**src/rtl/sb_pkg.sv**
```systemverilog
package sb_pkg;
  localparam int unsigned DEF_NUM_CPU     = 2;
  localparam int unsigned DEF_DELAY       = 11;  // ~220 ns at 50 MHz
  localparam int unsigned DEF_SYNC_STAGES = 2;

  function automatic int unsigned cnt_w(input int unsigned max_val);
    return (max_val < 2) ? 1 : $clog2(max_val + 1);
  endfunction
endpackage

```
**src/rtl/sb_sync.sv**
```systemverilog
module sb_sync #(
  parameter int unsigned WIDTH  = 1,
  parameter int unsigned STAGES = 2
) (
  input  logic             clk_i,
  input  logic             rst_ni,
  input  logic [WIDTH-1:0] d_i,
  output logic [WIDTH-1:0] q_o
);
  logic [WIDTH-1:0] stage_q [STAGES];

  for (genvar s = 0; s < STAGES; s++) begin : g_stage
    always_ff @(posedge clk_i or negedge rst_ni) begin
      if (!rst_ni) stage_q[s] <= '1;
      else if (s == 0) stage_q[s] <= d_i;
      else stage_q[s] <= stage_q[(s == 0) ? 0 : s-1];
    end
  end

  assign q_o = stage_q[STAGES-1];
endmodule

```
**src/rtl/sb_hot_ch.sv**
```systemverilog
module sb_hot_ch #(
  parameter int unsigned DELAY_CYCLES = sb_pkg::DEF_DELAY
) (
  input  logic clk_i,
  input  logic rst_ni,
  input  logic en_i,
  input  logic hot_n_i,
  input  logic line_i,
  output logic pull_o,
  output logic force_n_o
);
  localparam int unsigned CW = sb_pkg::cnt_w(DELAY_CYCLES);

  logic          hot_eff, hot_q, rise, mask;
  logic [CW-1:0] cnt_q;

  // disabled processor looks like an idle PROCHOT input
  assign hot_eff = hot_n_i | ~en_i;
  assign rise    = hot_eff & ~hot_q;
  assign mask    = rise | (cnt_q != '0);

  always_ff @(posedge clk_i or negedge rst_ni) begin
    if (!rst_ni) begin
      hot_q     <= 1'b1;
      cnt_q     <= '0;
      pull_o    <= 1'b0;
      force_n_o <= 1'b1;
    end else begin
      hot_q <= hot_eff;
      if (rise)              cnt_q <= CW'(DELAY_CYCLES);
      else if (cnt_q != '0)  cnt_q <= cnt_q - 1'b1;
      pull_o    <= ~hot_eff;
      force_n_o <= ~(hot_eff & ~line_i & ~mask);
    end
  end
endmodule

```
**src/rtl/sb_sideband_comb.sv**
```systemverilog
module sb_sideband_comb #(
  parameter int unsigned NUM_CPU      = sb_pkg::DEF_NUM_CPU,
  parameter int unsigned DELAY_CYCLES = sb_pkg::DEF_DELAY,
  parameter int unsigned SYNC_STAGES  = sb_pkg::DEF_SYNC_STAGES
) (
  input  logic               clk_i,
  input  logic               rst_ni,
  input  logic [NUM_CPU-1:0] pg_en_i,
  input  logic [NUM_CPU-1:0] cpu_err_n_i,
  input  logic [NUM_CPU-1:0] cpu_trip_n_i,
  output logic [NUM_CPU-1:0] mon_err_n_o,
  output logic [NUM_CPU-1:0] mon_trip_n_o,
  input  logic [NUM_CPU-1:0] sb_smi_n_i,
  input  logic               smi_all_n_i,
  output logic [NUM_CPU-1:0] cpu_smi_n_o,
  input  logic [NUM_CPU-1:0] hot_n_i,
  input  logic [NUM_CPU-1:0] hot_line_i,
  output logic [NUM_CPU-1:0] hot_pull_o,
  output logic [NUM_CPU-1:0] force_thr_n_o,
  input  logic               nmi_n_i,
  input  logic               nmi_line_i,
  output logic               nmi_pull_o,
  output logic               sb_nmi_n_o
);
  localparam int unsigned W = 6*NUM_CPU + 3;

  logic [W-1:0]       raw, syn;
  logic [NUM_CPU-1:0] en_s, err_s, trip_s, smi_s, hot_s, line_s;
  logic               smi_all_s, nmi_s, nmi_line_s;

  assign raw = {nmi_line_i, nmi_n_i, smi_all_n_i, hot_line_i, hot_n_i,
                sb_smi_n_i, cpu_trip_n_i, cpu_err_n_i, pg_en_i};

  sb_sync #(.WIDTH(W), .STAGES(SYNC_STAGES)) u_sync (
    .clk_i(clk_i), .rst_ni(rst_ni), .d_i(raw), .q_o(syn)
  );

  assign en_s       = syn[0*NUM_CPU +: NUM_CPU];
  assign err_s      = syn[1*NUM_CPU +: NUM_CPU];
  assign trip_s     = syn[2*NUM_CPU +: NUM_CPU];
  assign smi_s      = syn[3*NUM_CPU +: NUM_CPU];
  assign hot_s      = syn[4*NUM_CPU +: NUM_CPU];
  assign line_s     = syn[5*NUM_CPU +: NUM_CPU];
  assign smi_all_s  = syn[6*NUM_CPU];
  assign nmi_s      = syn[6*NUM_CPU+1];
  assign nmi_line_s = syn[6*NUM_CPU+2];

  always_ff @(posedge clk_i or negedge rst_ni) begin
    if (!rst_ni) begin
      mon_err_n_o  <= '1;
      mon_trip_n_o <= '1;
      cpu_smi_n_o  <= '1;
      nmi_pull_o   <= 1'b0;
      sb_nmi_n_o   <= 1'b1;
    end else begin
      mon_err_n_o  <= err_s  | ~en_s;
      mon_trip_n_o <= trip_s | ~en_s;
      cpu_smi_n_o  <= smi_s & {NUM_CPU{smi_all_s}};
      nmi_pull_o   <= ~nmi_s;
      sb_nmi_n_o   <= ~(nmi_s & ~nmi_line_s);
    end
  end

  for (genvar k = 0; k < NUM_CPU; k++) begin : g_cpu
    sb_hot_ch #(.DELAY_CYCLES(DELAY_CYCLES)) u_hot (
      .clk_i    (clk_i),
      .rst_ni   (rst_ni),
      .en_i     (en_s[k]),
      .hot_n_i  (hot_s[k]),
      .line_i   (line_s[k]),
      .pull_o   (hot_pull_o[k]),
      .force_n_o(force_thr_n_o[k])
    );
  end
endmodule

```
**config.mk**
```make
export PLATFORM = sky130hd
export DESIGN_NAME = sb_sideband_comb
export DESIGN_NICKNAME = d
export VERILOG_FILES = /design/src/rtl/sb_pkg.sv /design/src/rtl/sb_sync.sv /design/src/rtl/sb_hot_ch.sv /design/src/rtl/sb_sideband_comb.sv
export SDC_FILE = /design/constraint.sdc
export NUM_CORES = 1
export LEC_CHECK = 0
export BUFFER_PORTS_ARGS = -buffer_cell sky130_fd_sc_hd__buf_2
export CORE_UTILIZATION = 40
export CTS_CLUSTER_SIZE = 40
export DETAILED_ROUTE_END_ITERATION = 6
export HOLD_SLACK_MARGIN = 0.08
export PLACE_DENSITY = 0.64
export SLEW_MARGIN = 20
export SYNTH_ARGS = -nofsm -noshare
export SYNTH_HDL_FRONTEND = slang
export SYNTH_SLANG_ARGS = --single-unit
```
**constraint.sdc**
```tcl
create_clock -name clk_i -period 2.55 [get_ports clk_i]
set_clock_uncertainty 0.1 [all_clocks]
set_input_delay 0.255 -clock clk_i [delete_from_list [all_inputs] [get_ports clk_i]]
set_output_delay 0.255 -clock clk_i [all_outputs]
set_load 0.01 [all_outputs]
```
# After elaboration in Yosys (flattened, before gate mapping)
# Index checks and enable logic that the tools add are counted.
[totals] ff_bits=52
[op_classes] reduce_logical=4 bitwise=30 n_mux=4 add_sub_neg=2
[op_table] operator="2-to-1 mux 4 bit" count=4
[op_table] operator="inverter 1 bit" count=15
[op_table] operator="nonzero test 4 bit" count=2
[op_table] operator="subtractor 4 x 1 -> 4 bit (second input constant)" count=2
[op_table] operator="AND 1 bit" count=7
[op_table] operator="OR 1 bit" count=4
[op_table] operator="OR 2 bit" count=2
[op_table] operator="nonzero test 2 bit" count=2
[op_table] operator="AND 2 bit" count=1
[op_table] operator="inverter 2 bit" count=1

# Depth between registers and ports, before layout
[logic_depth] ltp_word=7 depth_mapped=5 mapped_depth_nobuf=5

# Hierarchy
# A second synthesis with hierarchy kept.
[hier_totals] cells_unflattened=117 hier_area_um2=1838.0
[modules_own_cells] module="sb_sync" cells_per_inst=45 instances=1 area_per_inst_um2=900.9 seq_area_each_um2=788.3
[modules_own_cells] module="sb_hot_ch" cells_per_inst=28 instances=2 area_per_inst_um2=340.3 seq_area_each_um2=177.7
[modules_own_cells] module="sb_sideband_comb" cells_per_inst=16 instances=1 area_per_inst_um2=256.5 seq_area_each_um2=209.0

# Worst setup path before layout
# No wires, ideal clock.
[synth_path] path_kind="register to register" startpoint="register g_cpu[0].u_hot.cnt_q[0]" endpoint="register g_cpu[0].u_hot.cnt_q[1]" arrival_ns=1.238 synth_period_minus_slack_ns=1.403 path_buffers=0 stages_incl_launch_ff=6 setup_slack_ns=1.147 t_required_ns=2.385 cell_sequence="dfrtp_1 -> inv_1 -> ha_1 -> nor3b_4 -> mux2_1 -> nand2_1"
[synth_between] elab_chain_cells=3 elab_cells_between_ends=5 cone_classes="add/sub (1); mux (2); reduce/logical (2)"
[synth_rtl] element="start, declared" line_no="sb_hot_ch.sv:15" rtl="logic [CW-1:0] cnt_q;"
[synth_rtl] element="start signal, assigned" line_no="sb_hot_ch.sv:30" rtl="if (rise) cnt_q <= CW'(DELAY_CYCLES);"
[synth_rtl] element="start signal, assigned" line_no="sb_hot_ch.sv:31" rtl="else if (cnt_q != '0) cnt_q <= cnt_q - 1'b1;"
[synth_rtl] element="subtractor 4 x 1 -> 4 bit" line_no="sb_hot_ch.sv:31"
[synth_rtl] element="2-to-1 mux 4 bit" line_no="sb_hot_ch.sv:31"
[synth_rtl] element="2-to-1 mux 4 bit" line_no="sb_hot_ch.sv:30"
# Several ways; a longest one is shown, not always the timed one. The select of a mux whose other input is x is not followed.
# A chain may end at the register's enable or synchronous reset.

# Worst setup path after layout
# Same ends and word-level chain as after synthesis.

==> impl_metrics.env <==
export IMPL_drt_iter0_drc=44
export IMPL_combPwrFrac_pct=16.9
export IMPL_use_met1_pct=12.4
export IMPL_status="complete, no violations"
export IMPL_hold_ws_ns=0.258
export IMPL_seqPwrFrac_pct=53.5
export IMPL_overflow=0
export IMPL_finalMaxSlewViolations=0
export IMPL_hold_path_class="reg -> reg"
export IMPL_cts_clk_slew_worst_paths_ns=0.09
export IMPL_grt_busiest_layer="met2"
export IMPL_track_usage_pct=12.3
export IMPL_num_antenna_cells=0
export IMPL_yosys_area_top_type_share_pct=62.2
export IMPL_syn_avg_cell_area_sq_um=16.3
export IMPL_vias=904
export IMPL_p_per_area_mw_per_mm2=860
export IMPL_fin_crit_ns=1.54
export IMPL_p_sw_share_pct=25.5
export IMPL_grt_pass1_vias=928
export IMPL_yosysWarningCount=0
export IMPL_use_met3_pct=5.17
export IMPL_internal_power_w=0.00140
export IMPL_period_share_pct=60.5
export IMPL_whs_path_depth=0
export IMPL_grtUsageMet2_pct=21.0
export IMPL_worstSetupPathType="reg -> reg"
export IMPL_cts_root_buffer="clkbuf_8"
export IMPL_cp_end_kind="flip-flop"
export IMPL_start_kind="flip-flop"
export IMPL_netlist_area_sq_mm=0.00173
export IMPL_ff2ff_setup_slack_ns=1.01
export IMPL_hold_viol=0
export IMPL_yosys_area_top_type="dfstp_2"
export IMPL_clock_sinks=52
export IMPL_core_rowCount=23
export IMPL_crit_fanout=3
export IMPL_peakVddDrop_uv=614
export IMPL_ios=29
export IMPL_wire_per_inst_um=11.4
export IMPL_antenna_found_initial=0
export IMPL_areaGrowthSynthToFinish_pct=26.3
export IMPL_dpl_hpwl_um=1500
export IMPL_hold_end="u_sync.q_o[12]$_DFF_PN1_"
export IMPL_die_area_sq_mm=0.00460
export IMPL_viasPerCell=4.41
export IMPL_fp_coreArea_sq_mm=0.00409
export IMPL_synthCells=106
export IMPL_synth_nets=127
export IMPL_worstHoldStart="u_sync.stage_q[27]$_DFF_PN1_"
export IMPL_ys_seq_area_share_pct=78.1
export IMPL_cts_htree_levels=2
export IMPL_setup_tns_ns=0
export IMPL_cts_buffers=5
export IMPL_synth_area_leaders="dfstp_2, dfrtp_1, ha_1"
export IMPL_initial_utilization_pct=42.4
export IMPL_die_h_um=67.8
export IMPL_cts_setup_buffers=0
export IMPL_setup_viol=0
export IMPL_clockBufferDepth=2
export IMPL_final_net_count=175
export IMPL_ys_seq_elements=52
export IMPL_grt_max_degree=53
export IMPL_power_switching_w=0.000479
export IMPL_drcViolationCount=0
export IMPL_ys_types=25
export IMPL_wl_um=2340
export IMPL_fin_area_sq_mm=0.00219
export IMPL_final_core_util_pct=53.6
export IMPL_cp_required_ns=2.70
export IMPL_port_buffers=28
export IMPL_postRouteAntennaNets=0
export IMPL_grt_pass1_wl_um=3910
export IMPL_clock_latency_ns=0.30
export IMPL_p_leak_nw=0.955
export IMPL_drv_cap=0
export IMPL_dr_pass1_iters=4
export IMPL_placed_area_sq_mm=0.00191
export IMPL_critPathArrivalTime_ns=1.69
export IMPL_r2r_end="g_cpu[0].u_hot.cnt_q[1]$_DFFE_PN0P_"
export IMPL_drive_gt1_share_pct=53.5
export IMPL_r2r_start="g_cpu[0].u_hot.cnt_q[0]$_DFFE_PN0P_"
export IMPL_tightest_slew_ns=0.599
export IMPL_slew_headroom_pct=60.1
export IMPL_rsz0062_at_grt="no"
export IMPL_tritoncts="built"
export IMPL_place_congestion=0.665
export IMPL_die_w_um=67.8
export IMPL_clockPowerShare_pct=29.6
export IMPL_fillers=322
export IMPL_r2r_cells=5
export IMPL_fmax_ghz=0.648
==> repair_timing <==
action,CTS,global route
gates resized for setup,0,0
hold endpoints to repair,26,0
hold buffers,16,0
==> flip-flops by register name, indices dropped and copies added, names as in the netlist <==
signal	flops
mon_trip_n_o	2
g_cpu.u_hot.force_n_o	2
nmi_pull_o	1
cpu_smi_n_o	2
u_sync.q_o	15
g_cpu.u_hot.pull_o	2
mon_err_n_o	2
g_cpu.u_hot.hot_q	2
g_cpu.u_hot.cnt_q	8
sb_nmi_n_o	1
u_sync.stage_q	15
==> per-layer routing <==
metal / vias to the layer above / share of wire (%)
li1: 424 / -
met1: 442 / 42
met2: 29 / 50
met3: 9 / 5.3
met4: 0 / 3.0
met5: - / 0
==> worst max-delay path by stage <==
stage	depth (start not counted)	endpoint	start
after floorplan	5	g_cpu[0].u_hot.cnt_q[1]$_DFFE_PN0P_	g_cpu[0].u_hot.cnt_q[0]$_DFFE_PN0P_
after global placement	5	g_cpu[0].u_hot.cnt_q[1]$_DFFE_PN0P_	g_cpu[0].u_hot.cnt_q[0]$_DFFE_PN0P_
after detailed placement	5	g_cpu[0].u_hot.cnt_q[1]$_DFFE_PN0P_	g_cpu[0].u_hot.cnt_q[0]$_DFFE_PN0P_
after CTS	5	g_cpu[0].u_hot.cnt_q[1]$_DFFE_PN0P_	g_cpu[0].u_hot.cnt_q[0]$_DFFE_PN0P_
after global routing	5	g_cpu[0].u_hot.cnt_q[1]$_DFFE_PN0P_	g_cpu[0].u_hot.cnt_q[0]$_DFFE_PN0P_
final	5	g_cpu[0].u_hot.cnt_q[1]$_DFFE_PN0P_	g_cpu[0].u_hot.cnt_q[0]$_DFFE_PN0P_
==> cell families (layout without fill, tap and decap cells) <==
kind of cell,Yosys count,after routing,share of synthesized area [%]
AOI/OAI and AO/OA,3,3,1.30
xor gates and xnor gates,2,2,1.01
adders and majority gates,4,4,2.89
buffers and inverters,11,60,3.25
DFF,52,52,78.1
muxes,3,3,1.81
and+or+nand+nor,31,31,11.7
==> cell usage in the layout (no fill, tap or decap), drive strengths merged, types with 3 or more instances in the layout <==
cell,netlist,routed
dlygate4sd3,0,16
inv,7,8
dfrtp,11,11
clkbuf,0,5
dfstp,41,41
nand2,6,6
ha,4,4
nand2b,9,9
buf,4,29
nor3b,3,3
==> critical path, cell delays in order (launching register included) <==
cell	delay [ns]
dfrtp_1	0.39
inv_1	0.11
ha_1	0.21
nor3b_4	0.26
mux2_1	0.36
nand2_1	0.07
==> per-stage QoR <==
step | instances | worst slack, ns | total power [W]
global placement | 181 | 1.12 | 0.00128
detailed placement | 181 | 1.02 | 0.00132
floorplan | 106 | 1.15 | 0.00122
finish | 205 | 1.01 | 0.00188
global route | 205 | 0.927 | 0.00199
CTS | 205 | 1.00 | 0.00190
==> power groups by stage <==
stage                     sequential, W  clock, W  combinational [W]
after CTS                       0.00101  0.000577           0.000319
final                           0.00101  0.000557           0.000318
after global placement          0.00101         0           0.000270
after global routing            0.00102  0.000615           0.000357
after floorplan                 0.00101         0           0.000214
after detailed placement        0.00102         0           0.000298
==> cells in the mapped netlist, drive strengths merged <==
cell type	number
dfstp	41
a21boi	1
mux2i	2
and2b	2
nor2b	2
and2	2
xnor2	2
ha	4
dfrtp	11
o21a	1
buf	4
nor3	2
nor3b	3
nand2b	9
inv	7
nand2	6
mux2	1
nor2	2
nand3b	1
o211ai	1
nand4b	2
==> area by class of cell <==
cell class	count	area, sq um	area share [%]
clock buffer	5	68.8	3.14
clock inverter	3	46.3	2.12
inverter	7	26.3	1.20
multi-input combinational	43	324	14.8
sequential	52	1350	61.8
tap	50	62.6	2.86
timing repair buffer	45	308	14.1
No activity file was read; power rests on OpenSTA's default activity.
